$ cat config.mk
export PLATFORM = sky130hd
export DESIGN_NAME = accu_datapath
export DESIGN_NICKNAME = d
export VERILOG_FILES = /design/src/rtl/accu_pkg.sv /design/src/rtl/accu_alu.sv /design/src/rtl/accu_opsel.sv /design/src/rtl/accu_flags.sv /design/src/rtl/accu_datapath.sv
export SDC_FILE = /design/constraint.sdc
export NUM_CORES = 1
export LEC_CHECK = 0
export ABC_AREA = 0
export BUFFER_PORTS_ARGS = -buffer_cell sky130_fd_sc_hd__buf_2
export CAP_MARGIN = 40
export CORE_UTILIZATION = 56
export CTS_CLUSTER_DIAMETER = 50
export CTS_CLUSTER_SIZE = 10
export DETAILED_ROUTE_END_ITERATION = 10
export PLACE_DENSITY = 0.82
export SYNTH_ARGS = -nofsm -noshare
export SYNTH_HDL_FRONTEND = slang
export SYNTH_SLANG_ARGS = --single-unit
$ cat constraint.sdc
create_clock -name clk -period 10.35 [get_ports clk]
set_input_delay 3.105 -clock clk [delete_from_list [all_inputs] [get_ports clk]]
set_output_delay 3.105 -clock clk [all_outputs]
set_load 0.01 [all_outputs]
$ cat src/rtl/accu_pkg.sv
package accu_pkg;

  typedef enum logic [4:0] {
    OP_ADD    = 5'b00000,
    OP_SUB    = 5'b00001,
    OP_INC    = 5'b00010,
    OP_DEC    = 5'b00011,
    OP_SLL    = 5'b00100,
    OP_SRL    = 5'b00101,
    OP_SLA    = 5'b00110,
    OP_SRA    = 5'b00111,
    OP_AND    = 5'b01000,
    OP_OR     = 5'b01001,
    OP_XOR    = 5'b01010,
    OP_INV    = 5'b01011,
    OP_NEG    = 5'b01100,
    OP_LOADN  = 5'b01101,
    OP_LOADV  = 5'b01110,
    OP_STORE  = 5'b01111,
    OP_JMP    = 5'b10000,
    OP_BIZ    = 5'b10001,
    OP_BINE   = 5'b10010,
    OP_BIOF   = 5'b10011,
    OP_SETR   = 5'b10100,
    OP_CLRR   = 5'b10101,
    OP_SETF   = 5'b10110,
    OP_CLRF   = 5'b10111,
    OP_MUXR   = 5'b11000,
    OP_MUXOP  = 5'b11001,
    OP_LOADA  = 5'b11010,
    OP_STOREA = 5'b11011,
    OP_HALT   = 5'b11100,
    OP_NOP    = 5'b11101,
    OP_NOP_B  = 5'b11110,
    OP_NOP_C  = 5'b11111
  } op_e;

  // True for every instruction whose result lands in the accumulator.
  function automatic logic writes_acc(logic [4:0] op);
    return (op <= OP_LOADV) || (op == OP_LOADA);
  endfunction

endpackage

$ cat src/rtl/accu_alu.sv
module accu_alu
  import accu_pkg::*;
#(
  parameter int W = 8
) (
  input  logic [4:0]   op_i,
  input  logic [W-1:0] a_i,
  input  logic [W-1:0] acc_i,
  input  logic [W-1:0] rdata_i,
  output logic [W-1:0] res_o,
  output logic         ovf_o,
  output logic         load_o
);

  localparam logic [W-1:0] SMAX = {1'b0, {(W-1){1'b1}}};
  localparam logic [W-1:0] SMIN = {1'b1, {(W-1){1'b0}}};

  logic sa, sacc;
  assign sa   = a_i[W-1];
  assign sacc = acc_i[W-1];

  always_comb begin
    res_o  = acc_i;
    ovf_o  = 1'b0;
    load_o = 1'b1;
    case (op_i)
      OP_ADD: begin
        res_o = acc_i + a_i;
        ovf_o = (sacc == sa) && (res_o[W-1] != sacc);
      end
      OP_SUB: begin
        res_o = acc_i - a_i;
        ovf_o = (sacc != sa) && (res_o[W-1] != sacc);
      end
      OP_INC: begin
        res_o = acc_i + W'(1);
        ovf_o = (acc_i == SMAX);
      end
      OP_DEC: begin
        res_o = acc_i - W'(1);
        ovf_o = (acc_i == SMIN);
      end
      OP_SLL:  res_o = {acc_i[W-2:0], 1'b0};
      OP_SRL:  res_o = {1'b0, acc_i[W-1:1]};
      OP_SLA: begin
        res_o = {acc_i[W-2:0], 1'b0};
        ovf_o = acc_i[W-1] ^ acc_i[W-2];
      end
      OP_SRA:  res_o = {acc_i[W-1], acc_i[W-1:1]};
      OP_AND:  res_o = acc_i & a_i;
      OP_OR:   res_o = acc_i | a_i;
      OP_XOR:  res_o = acc_i ^ a_i;
      OP_INV:  res_o = ~acc_i;
      OP_NEG: begin
        res_o = ~acc_i + W'(1);
        ovf_o = (acc_i == SMIN);
      end
      OP_LOADN: res_o = a_i;
      OP_LOADV, OP_LOADA: res_o = rdata_i;
      default: load_o = 1'b0;
    endcase
  end

endmodule

$ cat src/rtl/accu_opsel.sv
module accu_opsel
  import accu_pkg::*;
#(
  parameter int W = 8
) (
  input  logic         clk,
  input  logic         rst_n,
  input  logic         step_i,
  input  logic [4:0]   op_i,
  input  logic [W-1:0] acc_i,
  input  logic [W-1:0] operand_i,
  output logic [W-1:0] a_o,
  output logic [W-1:0] reg_o
);

  logic         sel_q;
  logic [W-1:0] reg_q;

  always_ff @(posedge clk or negedge rst_n) begin
    if (!rst_n) begin
      sel_q <= 1'b0;
      reg_q <= '0;
    end else if (step_i) begin
      case (op_i)
        OP_MUXR:  sel_q <= 1'b1;
        OP_MUXOP: sel_q <= 1'b0;
        OP_SETR:  reg_q <= acc_i;
        OP_CLRR:  reg_q <= '0;
        default: ;
      endcase
    end
  end

  assign a_o   = sel_q ? reg_q : operand_i;
  assign reg_o = reg_q;

  p_sel_set_r6: assert property (@(posedge clk) disable iff (!rst_n)
    (step_i && op_i == OP_MUXR) |=> (a_o == reg_o));

  p_sel_hold_r6: assert property (@(posedge clk) disable iff (!rst_n)
    (!step_i || (op_i != OP_MUXR && op_i != OP_MUXOP)) |=> $stable(sel_q));

  p_setr_copy_r7: assert property (@(posedge clk) disable iff (!rst_n)
    (step_i && op_i == OP_SETR) |=> (reg_q == $past(acc_i)));

  p_clrr_zero_r7: assert property (@(posedge clk) disable iff (!rst_n)
    (step_i && op_i == OP_CLRR) |=> (reg_q == '0));

endmodule

$ cat src/rtl/accu_flags.sv
module accu_flags
  import accu_pkg::*;
#(
  parameter int W = 8
) (
  input  logic         clk,
  input  logic         rst_n,
  input  logic         step_i,
  input  logic [4:0]   op_i,
  input  logic [W-1:0] operand_i,
  input  logic         load_i,
  input  logic [W-1:0] res_i,
  input  logic         ovf_i,
  output logic         zero_o,
  output logic         ovf_o
);

  localparam logic [W-1:0] SEL_ZERO = W'(0);
  localparam logic [W-1:0] SEL_OVF  = W'(1);

  logic force_op, force_val;
  assign force_op  = (op_i == OP_SETF) || (op_i == OP_CLRF);
  assign force_val = (op_i == OP_SETF);

  always_ff @(posedge clk or negedge rst_n) begin
    if (!rst_n) begin
      zero_o <= 1'b0;
      ovf_o  <= 1'b0;
    end else if (step_i) begin
      if (load_i) begin
        zero_o <= (res_i == '0);
        ovf_o  <= ovf_i;
      end else if (force_op) begin
        if (operand_i == SEL_ZERO)     zero_o <= force_val;
        else if (operand_i == SEL_OVF) ovf_o  <= force_val;
      end
    end
  end

  p_setf_zero_r10: assert property (@(posedge clk) disable iff (!rst_n)
    (step_i && op_i == OP_SETF && operand_i == SEL_ZERO) |=> zero_o);

  p_clrf_ovf_r10: assert property (@(posedge clk) disable iff (!rst_n)
    (step_i && op_i == OP_CLRF && operand_i == SEL_OVF) |=> !ovf_o);

  p_flag_ignore_r10: assert property (@(posedge clk) disable iff (!rst_n)
    (step_i && force_op && operand_i != SEL_ZERO && operand_i != SEL_OVF)
      |=> ($stable(zero_o) && $stable(ovf_o)));

  p_nondata_flags_r11: assert property (@(posedge clk) disable iff (!rst_n)
    (step_i && !writes_acc(op_i) && !force_op) |=> ($stable(zero_o) && $stable(ovf_o)));

endmodule

$ cat src/rtl/accu_datapath.sv
module accu_datapath
  import accu_pkg::*;
#(
  parameter int W = 8
) (
  input  logic         clk,
  input  logic         rst_n,
  input  logic         step_i,
  input  logic [4:0]   opcode_i,
  input  logic [W-1:0] operand_i,
  input  logic [W-1:0] mem_rdata_i,
  output logic [W-1:0] mem_addr_o,
  output logic [W-1:0] mem_wdata_o,
  output logic         mem_we_o,
  output logic [W-1:0] acc_o,
  output logic         zero_o,
  output logic         ovf_o
);

  localparam logic [W-1:0] SMAX = {1'b0, {(W-1){1'b1}}};
  localparam logic [W-1:0] SMIN = {1'b1, {(W-1){1'b0}}};

  logic [W-1:0] acc_q;
  logic [W-1:0] a_sel, reg_val, alu_res;
  logic         alu_ovf, alu_load;
  logic         use_acc_addr;

  accu_opsel #(.W(W)) u_opsel (
    .clk(clk), .rst_n(rst_n), .step_i(step_i), .op_i(opcode_i),
    .acc_i(acc_q), .operand_i(operand_i), .a_o(a_sel), .reg_o(reg_val)
  );

  accu_alu #(.W(W)) u_alu (
    .op_i(opcode_i), .a_i(a_sel), .acc_i(acc_q), .rdata_i(mem_rdata_i),
    .res_o(alu_res), .ovf_o(alu_ovf), .load_o(alu_load)
  );

  accu_flags #(.W(W)) u_flags (
    .clk(clk), .rst_n(rst_n), .step_i(step_i), .op_i(opcode_i),
    .operand_i(operand_i), .load_i(alu_load), .res_i(alu_res),
    .ovf_i(alu_ovf), .zero_o(zero_o), .ovf_o(ovf_o)
  );

  always_ff @(posedge clk or negedge rst_n) begin
    if (!rst_n)                   acc_q <= '0;
    else if (step_i && alu_load)  acc_q <= alu_res;
  end

  assign use_acc_addr = (opcode_i == OP_LOADA) || (opcode_i == OP_STOREA);
  assign mem_addr_o   = use_acc_addr ? acc_q : a_sel;
  assign mem_wdata_o  = (opcode_i == OP_STOREA) ? reg_val : acc_q;
  assign mem_we_o     = step_i && ((opcode_i == OP_STORE) || (opcode_i == OP_STOREA));
  assign acc_o        = acc_q;

  p_idle_hold_r1: assert property (@(posedge clk) disable iff (!rst_n)
    !step_i |=> ($stable(acc_q) && $stable(zero_o) && $stable(ovf_o)));

  p_inc_wrap_r2: assert property (@(posedge clk) disable iff (!rst_n)
    (step_i && opcode_i == OP_INC && acc_q == SMAX) |=> (ovf_o && acc_q == SMIN));

  p_zero_follow_r5: assert property (@(posedge clk) disable iff (!rst_n)
    (step_i && writes_acc(opcode_i)) |=> (zero_o == (acc_q == '0)));

  p_nondata_acc_r11: assert property (@(posedge clk) disable iff (!rst_n)
    (step_i && !writes_acc(opcode_i)) |=> $stable(acc_q));

endmodule

==> load_flow_metrics.sql, run 1 <==
INSERT INTO impl_metrics (metric_group, metric, value, unit) VALUES
('run_status', 'status', 'complete, no violations', ''),
('timing', 'setup-violations-final', '0', ''),
('timing', 'period_minus_slack', '8304', 'ps'),
('timing', 'clock-skew-final', '2.016', 'ps'),
('logic_synthesis', 'asyncSetResetFlopFracSynth', '100.0', '%'),
('global_route', 'antenna_violations_before_repair', '0', ''),
('logic_synthesis', 'post_synth.cell_area_avg', '7.613', 'µm²'),
('clocking', 'tritoncts', 'done', ''),
('global_route', 'grt_pass1_vias', '3566', ''),
('clocking', 'clock_sink_total', '19', ''),
('critical_path', 'worst_ep_required_time', '7250', 'ps'),
('power_and_ir_drop', 'power_per_cell_area', '192.8', 'nW/µm²'),
('global_route', 'track_usage', '37.33', '%'),
('place', 'gp_congestion', '0.9978', ''),
('timing', 'timing.final.crit_share', '80.24', '%'),
('critical_path', 'critPathArrivalTime', '5200', 'ps'),
('finish', 'most_frequent_standard_cell_in_the_layout_excluding_fill_and_tap_cells', 'sky130_fd_sc_hd__buf_2', ''),
('finish', 'final_layout_size_suffix_gt1_share', '19.04', '%'),
('logic_synthesis', 'synthCells', '439', ''),
('finish', 'highest_count_cells_in_the_layout_ignoring_fill_and_taps', '50 x sky130_fd_sc_hd__buf_2, 44 x sky130_fd_sc_hd__nand2_1, 28 x sky130_fd_sc_hd__nor2_1, 25 x sky130_fd_sc_hd__a21oi_1, 25 x sky130_fd_sc_hd__ha_1', ''),
('place', 'detailed_place_hpwl', '8.300', 'mm'),
('detailed_routing', 'wl_met3', '1.512', 'mm'),
('global_route', 'grt_first_pass_wirelength', '18.35', 'mm'),
('power_and_ir_drop', 'internal_power', '0.0003109', 'W'),
('logic_synthesis', 'yosys.cell_types.count', '70', ''),
('clocking', 'cts_made_buffers', '3', ''),
('run', 'cap_viol_max_count', '0', ''),
('detailed_routing', 'route.detailed.vias_per_inst', '7.270', ''),
('clocking', 'cts_root_buffer', 'sky130_fd_sc_hd__clkbuf_8', ''),
('floorplan', 'core-area', '5642', 'µm²'),
('timing', 'timing.final.max_slew_violations', '0', ''),
('critical_path', 'worst_path_largest_cell_delay', '620', 'ps'),
('detailed_routing', 'number_of_drc_markers_in_iteration_0', '654', ''),
('power_and_ir_drop', 'vdd.ir_drop.worst', '0.1391', 'mV'),
('critical_path', 'type_of_destination_of_the_critical_path', 'output pin', ''),
('logic_synthesis', 'yosys_warnings', '0', ''),
('power_and_ir_drop', 'leakagePower', '1.542', 'nW'),
('detailed_routing', 'wl_met1', '4.511', 'mm'),
('critical_path', 'dominant_delay_contributor_by_cell_family_on_the_critical_path', 'simple AND/OR/NAND/NOR gates', ''),
('critical_path', 'crit_start_category', 'input pin', ''),
('power_and_ir_drop', 'power.share.combinational', '65.5', '%'),
('finish', 'final_nets', '509', ''),
('timing', 'grt_setup_unrepaired', 'no', ''),
('critical_path', 'critical-path-top-cell-by-count', 'sky130_fd_sc_hd__buf_2', ''),
('detailed_routing', 'drc', '0', ''),
('floorplan', 'die-height', '79.25', 'µm'),
('detailed_routing', 'routedWlPerCell', '21.81', 'µm'),
('logic_synthesis', 'ys_ff_latch', '19', ''),
('floorplan', 'io-pin-count', '51', ''),
('detailed_routing', 'drtPass1Iterations', '6', ''),
('detailed_routing', 'antenna_left', '0', ''),
('power_and_ir_drop', 'power.share.clock', '7.8', '%'),
('floorplan', 'dieWidth', '79.25', 'µm'),
('detailed_routing', 'via_count', '3846', ''),
('logic_synthesis', 'synth_sequential_area_ratio', '14.23', '%'),
('clocking', 'cts-root-to-sink-buffers', '2', ''),
('floorplan', 'rows', '27', ''),
('critical_path', 'crit_fanout', '27', ''),
('clocking', 'post_cts_hold_buffer_count', '0', ''),
('detailed_routing', 'met2WireLength', '5.038', 'mm'),
('logic_synthesis', 'edff_count_synth', '0', ''),
('clocking', 'worstSkewPairLatency', '260', 'ps'),
('clocking', 'clk_pin_slew', '70', 'ps'),
('detailed_routing', 'detail_route.wirelength', '11.54', 'mm'),
('global_route', 'grt_max_degree', '30', ''),
('power_and_ir_drop', 'report.power.total', '0.0006859', 'W'),
('finish', 'area_overhead_vs_synth', '6.439', '%'),
('critical_path', 'critPathBufInv', '2', ''),
('logic_synthesis', 'postSynthNetCount', '490', ''),
('finish', 'antenna-diode-count', '0', ''),
('timing', 'max_freq', '0.1204', 'GHz');
synthesized netlist by cell type, types with 4 or more instances:
master                      instances  share of area, %
sky130_fd_sc_hd__nand2_1           44               4.9
sky130_fd_sc_hd__nor2_1            28               3.1
sky130_fd_sc_hd__a21oi_1           25               3.7
sky130_fd_sc_hd__ha_1              25               9.4
sky130_fd_sc_hd__inv_1             23               2.6
sky130_fd_sc_hd__o21ai_0           22               3.3
sky130_fd_sc_hd__dfrtp_1           19                14
sky130_fd_sc_hd__clkbuf_1          18               2.0
sky130_fd_sc_hd__nor3_1            18               2.7
sky130_fd_sc_hd__mux2i_1           17               5.1
sky130_fd_sc_hd__mux2_2            14               4.7
sky130_fd_sc_hd__buf_2             12               1.8
sky130_fd_sc_hd__nand3_1           12               1.8
sky130_fd_sc_hd__a32oi_1           10               2.6
sky130_fd_sc_hd__nand2b_1           9               1.7
sky130_fd_sc_hd__a221oi_1           8               2.1
sky130_fd_sc_hd__a31oi_1            8               1.5
sky130_fd_sc_hd__buf_4              6               1.3
sky130_fd_sc_hd__nand4_1            6               1.1
sky130_fd_sc_hd__xnor2_1            6               1.6
sky130_fd_sc_hd__a2111oi_0          5               1.3
sky130_fd_sc_hd__o31ai_1            5               1.1
sky130_fd_sc_hd__o32ai_1            5               1.3
sky130_fd_sc_hd__or3_1              5              0.94
sky130_fd_sc_hd__a21o_1             4              0.90
sky130_fd_sc_hd__o211ai_1           4              0.90
sky130_fd_sc_hd__o22ai_1            4              0.75
through the flow:
stage	setup slack [ps]	area (µm²)	util, %	hold WS (ps)	instances
2_1_floorplan	2553	3342	-	467.3	439
3_3_place_gp	2181	3512	62.25	471.1	525
3_5_place_dp	2139	3512	62.25	474.4	525
4_1_cts	2106	3557	63.05	490.0	529
5_1_grt	1868	3557	63.05	517.7	529
6_report	2046	3557	63.05	487.0	529
power groups by stage:
stage	combinational (W)	clock (W)	sequential, W
after floorplan	0.000345	0	0.000133
after global placement	0.000422	0	0.000179
after detailed placement	0.000434	0	0.000180
after CTS	0.000436	0.0000538	0.000178
after global routing	0.000493	0.0000549	0.000185
final	0.000449	0.0000533	0.000184
cell type report:
type                       instances  area, µm²  area share, %
multi-input combinational        359       2599          73.06
sequential                        19      475.5          13.37
inverter                          24      90.09          2.533
timing repair buffer              51      257.7          7.246
tap                               72      90.09          2.533
clock buffer                       4      45.04          1.266
per-layer routing:
metal	up-vias	global-route usage [%]
li1	1691	-
met1	1782	50.81
met2	324	55.34
met5	-	0
met3	49	8.621
met4	0	17.45
cells by family after synthesis:
group	share of synthesized area (%)
AOI/OAI and AO/OA	29.28
buffers and inverters	8.011
and+or+nand+nor	24.67
adders and majority gates	10.56
muxes	10.48
DFF	14.23
xor gates and xnor gates	2.771
sequential cells by signal (all words and copies together) (netlist names):
| signal | flops |
|---|---|
| u_opsel.sel_q | 1 |
| u_opsel.reg_o | 8 |
| u_flags.ovf_o | 1 |
| acc_o | 8 |
| u_flags.zero_o | 1 |
worst reg2reg max path, cell delays in order (launching register included):
cell,delay [ps]
sky130_fd_sc_hd__dfrtp_1,640
sky130_fd_sc_hd__mux2i_1,490
sky130_fd_sc_hd__inv_1,120
sky130_fd_sc_hd__ha_1,240
sky130_fd_sc_hd__fa_1,450
sky130_fd_sc_hd__nor3_1,330
sky130_fd_sc_hd__nor3_1,150
sky130_fd_sc_hd__a221oi_1,270
sky130_fd_sc_hd__o2111ai_1,240
sky130_fd_sc_hd__a221oi_1,280
sky130_fd_sc_hd__o21ai_0,200
sky130_fd_sc_hd__o41ai_2,360
final timing paths:
check,end,slack [ps],cells past startpoint,start
max reg2reg,u_flags.zero_o,6480,11,u_opsel.sel_q
min,u_flags.ovf_o,490,1,u_flags.ovf_o
max,mem_wdata_o[0],2050,5,opcode_i[1]
min in group asynchronous,acc_o[7],2790,1,rst_n
max in group asynchronous,acc_o[3],7250,1,rst_n
min reg2reg,u_flags.ovf_o,490,1,u_flags.ovf_o
Note: power is estimated with default switching activity, not from simulation.
==> run 2, diff against run 1 <==
Settings changed: ABC_AREA 0 to 1.
Clock period 10.35 ns to 8.2 ns, I/O delays scaled along.
==> run 2 against run 1 <==
- routed wire length up 12%
- clock power increased by 26%
- non-clock buffer count down 1
- clock-buffer cell count down 1
- first-iteration DRC count is 29% lower
- via count increased by 14%
- core utilization is 0.16 points lower
- power rose by 45%
- final area grew 4.7%
- die area rose by 2.4%
- combinational power up 60%
- highest routed layer unchanged
==> load_flow_metrics.sql, run 2 <==
INSERT INTO impl_metrics (metric_group, metric, value, unit) VALUES
('logic_synthesis', 'post_synth.cell_area_avg', '5.530', 'µm²'),
('finish', 'highest_count_cells_in_the_layout_ignoring_fill_and_taps', '193 x sky130_fd_sc_hd__nand2_1, 75 x sky130_fd_sc_hd__nor2_1, 73 x sky130_fd_sc_hd__inv_1, 69 x sky130_fd_sc_hd__nand3_1, 50 x sky130_fd_sc_hd__buf_2', ''),
('clocking', 'cts_root_buffer', 'sky130_fd_sc_hd__clkbuf_8', ''),
('logic_synthesis', 'asyncSetResetFlopFracSynth', '100.0', '%'),
('detailed_routing', 'drc', '0', ''),
('global_route', 'grt_first_pass_wirelength', '19.98', 'mm'),
('critical_path', 'timing.critical_path.cells', 'buf_2, inv_1, nand3_1, nor2_1, nand2_1, o21ai_0, buf_2', ''),
('critical_path', 'reg2regPathDepth', '14', ''),
('floorplan', 'die_area', '6430', 'µm²'),
('run', 'cap_viol_max_count', '0', ''),
('detailed_routing', 'wl_met1', '5.214', 'mm'),
('critical_path', 'regToRegEndpoint', 'u_flags.zero_o', ''),
('logic_synthesis', 'dominantRegCellSynth', 'sky130_fd_sc_hd__dfrtp_1', ''),
('floorplan', 'die-height', '80.19', 'µm'),
('critical_path', 'type_of_destination_of_the_critical_path', 'output pin', ''),
('min_path', 'holdCritPathClass', 'reg2reg', ''),
('logic_synthesis', 'yosys.cell_types.count', '37', ''),
('timing', 'hold_viol', '0', ''),
('detailed_routing', 'routedWlPerCell', '17.72', 'µm'),
('clocking', 'post_cts_hold_buffer_count', '0', ''),
('critical_path', 'crit_start_category', 'input pin', ''),
('finish', 'post-route-cell-area', '3724', 'µm²'),
('place', 'port-buffer-count', '50', ''),
('timing', 'grt_setup_unrepaired', 'no', ''),
('global_route', 'grt_overflow_total', '0', ''),
('global_route', 'antenna_violations_before_repair', '0', ''),
('logic_synthesis', 'synth_sequential_area_ratio', '13.89', '%'),
('finish', 'final_core_util', '62.89', '%'),
('clocking', 'tritoncts', 'done', ''),
('critical_path', 'reg2reg_slack', '4830', 'ps'),
('clocking', 'cts_repair_resize_count', '0', ''),
('critical_path', 'critical-path-top-cell-by-count', 'sky130_fd_sc_hd__buf_2', ''),
('min_path', 'holdPathEnd', 'u_opsel.reg_o[2]', ''),
('logic_synthesis', 'synthCells', '619', ''),
('finish', 'antenna-diode-count', '0', ''),
('power_and_ir_drop', 'report.power.total', '0.0009948', 'W'),
('detailed_routing', 'met2WireLength', '5.662', 'mm'),
('floorplan', 'rows', '28', ''),
('clocking', 'cts.htree.levels', '1', ''),
('logic_synthesis', 'synth_top_cell_by_area', 'sky130_fd_sc_hd__nand2_1', ''),
('finish', 'final_nets', '707', ''),
('clocking', 'cts_made_buffers', '3', ''),
('detailed_routing', 'drtPass1Iterations', '8', ''),
('critical_path', 'crit_fanout', '17', ''),
('timing', 'fin_tns_setup', '0', 'ps'),
('logic_synthesis', 'yosys_warnings', '0', ''),
('clocking', 'clk_pin_slew', '70', 'ps'),
('place', 'detailed_place_hpwl', '10.02', 'mm'),
('global_route', 'track_usage', '41.57', '%'),
('detailed_routing', 'antenna_left', '0', ''),
('finish', 'final.fill_count', '603', ''),
('power_and_ir_drop', 'vdd.ir_drop.worst', '0.1913', 'mV'),
('timing', 'setup-violations-final', '0', ''),
('floorplan', 'io-pin-count', '51', ''),
('floorplan', 'core-area', '5921', 'µm²'),
('place', 'cell_area_reported_after_detailed_placement', '3677', 'µm²'),
('global_route', 'grt_max_degree', '20', ''),
('detailed_routing', 'detail_route.wirelength', '12.93', 'mm'),
('detailed_routing', 'top_layer_used', 'met4', ''),
('floorplan', 'dieWidth', '80.19', 'µm'),
('timing', 'period_minus_slack', '6907', 'ps'),
('logic_synthesis', 'synthesis.area', '3423', 'µm²'),
('logic_synthesis', 'edff_count_synth', '0', ''),
('clocking', 'cts-root-to-sink-buffers', '2', ''),
('clocking', 'cts.repair_timing.setup_buffer_count', '0', ''),
('critical_path', 'critPathArrivalTime', '4450', 'ps'),
('min_path', 'min_delay_path_depth', '2', ''),
('detailed_routing', 'wl_met3', '1.519', 'mm'),
('timing', 'slew_headroom', '46.60', '%'),
('critical_path', 'worst_path_largest_cell_delay', '640', 'ps'),
('logic_synthesis', 'yosysTopAreaCellShare', '21.16', '%'),
('run_status', 'status', 'complete, no violations', ''),
('finish', 'final_layout_size_suffix_gt1_share', '11.60', '%'),
('logic_synthesis', 'cell_types_occupying_the_most_area_after_synthesis', 'sky130_fd_sc_hd__nand2_1 21%, sky130_fd_sc_hd__dfrtp_1 14%, sky130_fd_sc_hd__nand3_1 10%', ''),
('detailed_routing', 'via_count', '4379', ''),
('timing', 'timing.final.max_slew_violations', '0', ''),
('floorplan', 'initial_core_utilization', '57.82', '%'),
('critical_path', 'worst_ep_required_time', '5740', 'ps'),
('timing', 'max_freq', '0.1448', 'GHz'),
('timing', 'clock-skew-final', '1.571', 'ps'),
('clocking', 'worstSkewPairLatency', '260', 'ps'),
('logic_synthesis', 'postSynthNetCount', '670', ''),
('timing', 'timing.final.crit_share', '84.23', '%'),
('power_and_ir_drop', 'power_per_cell_area', '267.1', 'nW/µm²'),
('critical_path', 'r2r-start', 'acc_o[2]', ''),
('detailed_routing', 'number_of_drc_markers_in_iteration_0', '466', ''),
('timing', 'tightestPinTransition', '798.0', 'ps'),
('critical_path', 'setup.worst_path.class', 'in2out', ''),
('finish', 'area_overhead_vs_synth', '8.772', '%'),
('place', 'gp_congestion', '1.018', ''),
('global_route', 'grt_pass1_vias', '3908', ''),
('logic_synthesis', 'dominant_cell_by_count_in_the_synthesized_netlist', 'sky130_fd_sc_hd__nand2_1', ''),
('finish', 'most_frequent_standard_cell_in_the_layout_excluding_fill_and_tap_cells', 'sky130_fd_sc_hd__nand2_1', ''),
('critical_path', 'slowest_stage', 'sky130_fd_sc_hd__nor2_1', ''),
('min_path', 'holdCritStartpoint', 'u_opsel.reg_o[2]', ''),
('detailed_routing', 'route.detailed.vias_per_inst', '5.999', ''),
('logic_synthesis', 'ys_top_cells_by_count', '193 x sky130_fd_sc_hd__nand2_1, 75 x sky130_fd_sc_hd__nor2_1, 73 x sky130_fd_sc_hd__inv_1', ''),
('clocking', 'clock_sink_total', '19', ''),
('power_and_ir_drop', 'leakagePower', '2.030', 'nW'),
('logic_synthesis', 'ys_ff_latch', '19', '');
-- run 2: cell types whose count changed after synthesis, sizes merged, moves of 16 or more --
cell   delta
o21ai    +23
nor2     +57
nand2   +154
nand3    +58
mux2     -16
inv      +53
mux2i    -17
-- run 2: cell type report --
| class | instances | area [µm²] | share of cell area (%) |
|---|---|---|---|
| Clock buffer | 3 | 41.29 | 1.109 |
| Clock inverter | 1 | 5.005 | 0.1344 |
| Inverter | 80 | 300.3 | 8.065 |
| Multi-Input combinational cell | 502 | 2557 | 68.68 |
| Sequential cell | 19 | 475.5 | 12.77 |
| Tap cell | 75 | 93.84 | 2.520 |
| Timing Repair Buffer | 50 | 250.2 | 6.720 |
-- run 2: logic make-up after synthesis --
logic type                 count (synthesis)  synth area share [%]
AOI/OAI and AO/OA                         83                 13.30
xor gates and xnor gates                   6                 1.535
adders and majority gates                 27                 10.31
buffers and inverters                     98                 11.40
DFF                                       19                 13.89
and+or+nand+nor                          386                 49.56
-- run 2: worst max path at each step --
stage                startpoint        endpoint  slack (ps)  cells after the start
finish              opcode_i[2]  mem_wdata_o[5]        1290                      7
global route        opcode_i[2]  mem_wdata_o[5]        1070                      7
CTS                 opcode_i[2]  mem_wdata_o[5]        1280                      7
detailed placement  opcode_i[2]  mem_wdata_o[5]        1330                      7
global placement    opcode_i[2]  mem_wdata_o[7]        1400                      7
floorplan           opcode_i[4]  mem_wdata_o[0]        2230                      6
-- run 2: worst max-delay path: cells and delay by family --
kind | cells | cell delay (ps)
AND/OR/NAND/NOR | 3 | 1280
buffers and inverters | 3 | 420
AO/OA/AOI/OAI | 1 | 290
-- run 2: metal layers --
metal	GRT usage [%]	vias up
met4	19.46	0
met5	0	-
met3	8.295	47
met2	65.98	310
li1	-	2073
met1	53.71	1949
-- run 2: where the power goes --
group          switching [W]  total [W]  internal, W  leakage (nW)
logic               0.000487   0.000719     0.000233          1.77
registers          0.0000823   0.000208     0.000126         0.234
clock network      0.0000335  0.0000674    0.0000339        0.0255
-- run 2: stage by stage --
stage | hold slack, ps | cells | worst slack, ps
2_1_floorplan | 532.5 | 619 | 2229
3_3_place_gp | 527.3 | 726 | 1404
3_5_place_dp | 555.9 | 726 | 1325
4_1_cts | 567.3 | 730 | 1284
5_1_grt | 605.6 | 730 | 1069
6_report | 568.7 | 730 | 1293
==> run 3, diff against run 2 <==
Settings changed: ABC_AREA 1 to 0.
Clock period 8.2 ns to 6.7 ns, I/O delays scaled along.
==> run 3 against run 2 <==
- combinational power fell by 3.5%
- sequential share of layout area increased by 0.54 points
- die area shrank 2.3%
- via count fell by 13%
- setup slack worse by 240 ps
- first-iteration DRC count is 16% higher
==> load_flow_metrics.sql, run 3 (synthesis results as in run 1) <==
INSERT INTO impl_metrics (metric_group, metric, value, unit) VALUES
('detailed_routing', 'route.detailed.vias_per_inst', '7.141', ''),
('clocking', 'tritoncts', 'done', ''),
('timing', 'timing.final.crit_share', '84.24', '%'),
('clocking', 'cts_root_buffer', 'sky130_fd_sc_hd__clkbuf_8', ''),
('critical_path', 'setup.worst_path.class', 'in2out', ''),
('critical_path', 'worst_ep_required_time', '4690', 'ps'),
('power_and_ir_drop', 'switching_share_of_power', '54.75', '%'),
('finish', 'antenna-diode-count', '0', ''),
('global_route', 'track_usage', '39.15', '%'),
('global_route', 'grt_pass1_vias', '3395', ''),
('finish', 'area_overhead_vs_synth', '6.889', '%'),
('clocking', 'cts_repair_resize_count', '0', ''),
('run', 'cap_viol_max_count', '0', ''),
('floorplan', 'dieWidth', '79.25', 'µm'),
('floorplan', 'core-area', '5642', 'µm²'),
('critical_path', 'type_of_destination_of_the_critical_path', 'output pin', ''),
('critical_path', 'crit_fanout', '25', ''),
('clocking', 'cts.repair_timing.setup_buffer_count', '0', ''),
('power_and_ir_drop', 'power_per_cell_area', '297.6', 'nW/µm²'),
('critical_path', 'regToRegEndpoint', 'u_flags.zero_o', ''),
('global_route', 'grt_max_degree', '30', ''),
('power_and_ir_drop', 'internal_power', '0.0004810', 'W'),
('clocking', 'cts.htree.levels', '1', ''),
('timing', 'tightestPinTransition', '856.2', 'ps'),
('power_and_ir_drop', 'sequentialPowerShare', '26.8', '%'),
('floorplan', 'die_area', '6281', 'µm²'),
('min_path', 'holdCritPathClass', 'reg2reg', ''),
('timing', 'slew_headroom', '42.71', '%'),
('critical_path', 'crit_start_category', 'input pin', ''),
('global_route', 'grt_overflow_total', '0', ''),
('run_status', 'status', 'complete, no violations', ''),
('power_and_ir_drop', 'vdd.ir_drop.worst', '0.2342', 'mV'),
('detailed_routing', 'drtPass1Iterations', '5', ''),
('floorplan', 'io-pin-count', '51', ''),
('clocking', 'cts_made_buffers', '3', ''),
('clocking', 'clk_pin_slew', '70', 'ps'),
('finish', 'most_frequent_standard_cell_in_the_layout_excluding_fill_and_tap_cells', 'sky130_fd_sc_hd__buf_2', ''),
('critical_path', 'worst_setup_path_endpoint', 'mem_wdata_o[0]', ''),
('timing', 'fin_tns_setup', '0', 'ps'),
('clocking', 'clock_sink_total', '19', ''),
('global_route', 'antenna_violations_before_repair', '0', ''),
('global_route', 'grt_first_pass_wirelength', '18.80', 'mm'),
('critical_path', 'startpoint', 'opcode_i[4]', ''),
('detailed_routing', 'detail_route.wirelength', '12.05', 'mm'),
('detailed_routing', 'routedWlPerCell', '22.70', 'µm'),
('power_and_ir_drop', 'leakagePower', '1.551', 'nW'),
('detailed_routing', 'number_of_drc_markers_in_iteration_0', '542', ''),
('place', 'port-buffer-count', '50', ''),
('place', 'detailed_place_hpwl', '8.819', 'mm'),
('clocking', 'post_cts_hold_buffer_count', '0', ''),
('power_and_ir_drop', 'power.share.combinational', '65.3', '%'),
('timing', 'period_minus_slack', '5644', 'ps'),
('finish', 'final_layout_size_suffix_gt1_share', '19.39', '%'),
('timing', 'grt_setup_unrepaired', 'no', ''),
('power_and_ir_drop', 'switching_pwr', '0.0005821', 'W'),
('timing', 'clock-skew-final', '4.205', 'ps'),
('detailed_routing', 'via_count', '3792', ''),
('timing', 'timing.final.max_slew_violations', '0', ''),
('finish', 'final_core_util', '63.32', '%'),
('floorplan', 'rows', '27', ''),
('detailed_routing', 'antenna_left', '0', ''),
('timing', 'setup-violations-final', '0', ''),
('floorplan', 'die-height', '79.25', 'µm'),
('critical_path', 'reg2reg_slack', '2960', 'ps'),
('clocking', 'cts-root-to-sink-buffers', '2', ''),
('timing', 'hold_viol', '0', ''),
('finish', 'highest_count_cells_in_the_layout_ignoring_fill_and_taps', '50 x sky130_fd_sc_hd__buf_2, 44 x sky130_fd_sc_hd__nand2_1, 28 x sky130_fd_sc_hd__nor2_1, 25 x sky130_fd_sc_hd__a21oi_1, 25 x sky130_fd_sc_hd__ha_1', ''),
('critical_path', 'critPathArrivalTime', '3630', 'ps'),
('floorplan', 'initial_core_utilization', '59.24', '%'),
('place', 'gp_congestion', '0.9747', ''),
('timing', 'max_freq', '0.1772', 'GHz'),
('detailed_routing', 'drc', '0', ''),
('finish', 'final_nets', '511', ''),
('critical_path', 'reg2regPathDepth', '11', ''),
('clocking', 'worstSkewPairLatency', '270', 'ps'),
('power_and_ir_drop', 'power.share.clock', '7.8', '%'),
('critical_path', 'r2r-start', 'u_opsel.sel_q', '');
run 3: changes by cell type in the layout (fill, tap and decap cells not counted), moves of 8 or more:
cell	previous run	this run
sky130_fd_sc_hd__nand2_1	193	44
sky130_fd_sc_hd__nand3_1	69	12
sky130_fd_sc_hd__inv_1	73	23
sky130_fd_sc_hd__nor2_1	75	28
sky130_fd_sc_hd__o21ai_0	46	22
sky130_fd_sc_hd__mux2i_1	0	17
sky130_fd_sc_hd__mux2_2	0	14
sky130_fd_sc_hd__nand4_1	18	6
sky130_fd_sc_hd__nor3_1	7	18
sky130_fd_sc_hd__a32oi_1	0	10
sky130_fd_sc_hd__a21oi_1	16	25
sky130_fd_sc_hd__nand2b_1	0	9
sky130_fd_sc_hd__a221oi_1	0	8
run 3: layer usage:
metal  share of wire (%)  global-route usage (%)  wire length [µm]  up-vias
li1                    -                       -                 -     1691
met1                  44                   57.12              5263     1800
met2                  43                   59.40              5191      258
met3                 9.6                   5.057              1160       43
met4                 3.6                   11.64               438        0
met5                   0                       0                 0        -
run 3: cell type report:
type	count	area (µm²)
clock buffers	4	45.04
well taps	72	90.09
multi-input cells	359	2599
inverters	24	90.09
fillers	521	2069
flip-flops and latches	19	475.5
repair buffers	53	272.8
run 3: worst min-delay path by stage:
stage / from / to / cells after the start
after detailed placement: u_flags.ovf_o / u_flags.ovf_o / 1
after CTS: u_flags.ovf_o / u_flags.ovf_o / 1
after global placement: u_flags.ovf_o / u_flags.ovf_o / 1
after floorplan: u_opsel.reg_o[0] / u_opsel.reg_o[0] / 2
final: u_flags.ovf_o / u_flags.ovf_o / 1
after global routing: u_flags.ovf_o / u_flags.ovf_o / 1
run 3: critical path, stage by stage:
cell,delay (ps)
sky130_fd_sc_hd__buf_2,380
sky130_fd_sc_hd__nand4b_1,180
sky130_fd_sc_hd__buf_4,220
sky130_fd_sc_hd__or2_2,390
sky130_fd_sc_hd__mux2_2,300
sky130_fd_sc_hd__buf_2,140
run 3: power groups by stage:
stage | Sequential, W | Clock (W) | Combinational [W]
after CTS | 0.000279 | 0.0000811 | 0.000679
after detailed placement | 0.000281 | 0 | 0.000674
after global placement | 0.000278 | 0 | 0.000662
final | 0.000285 | 0.0000834 | 0.000694
after floorplan | 0.000205 | 0 | 0.000533
after global routing | 0.000290 | 0.0000852 | 0.000757
run 3: per-stage QoR:
| stage | setup WS [ps] | cells | instance area, µm² | hold WS [ps] | total power, W |
|---|---|---|---|---|---|
| finish | 1056 | 531 | 3572 | 488.2 | 0.001063 |
| global route | 968.2 | 531 | 3572 | 518.8 | 0.001133 |
| CTS | 1076 | 531 | 3572 | 489.6 | 0.001038 |
| detailed placement | 1081 | 527 | 3527 | 474.4 | 0.0009552 |
| global placement | 1134 | 527 | 3527 | 470.1 | 0.0009395 |
| floorplan | 1093 | 439 | 3342 | 467.3 | 0.0007378 |
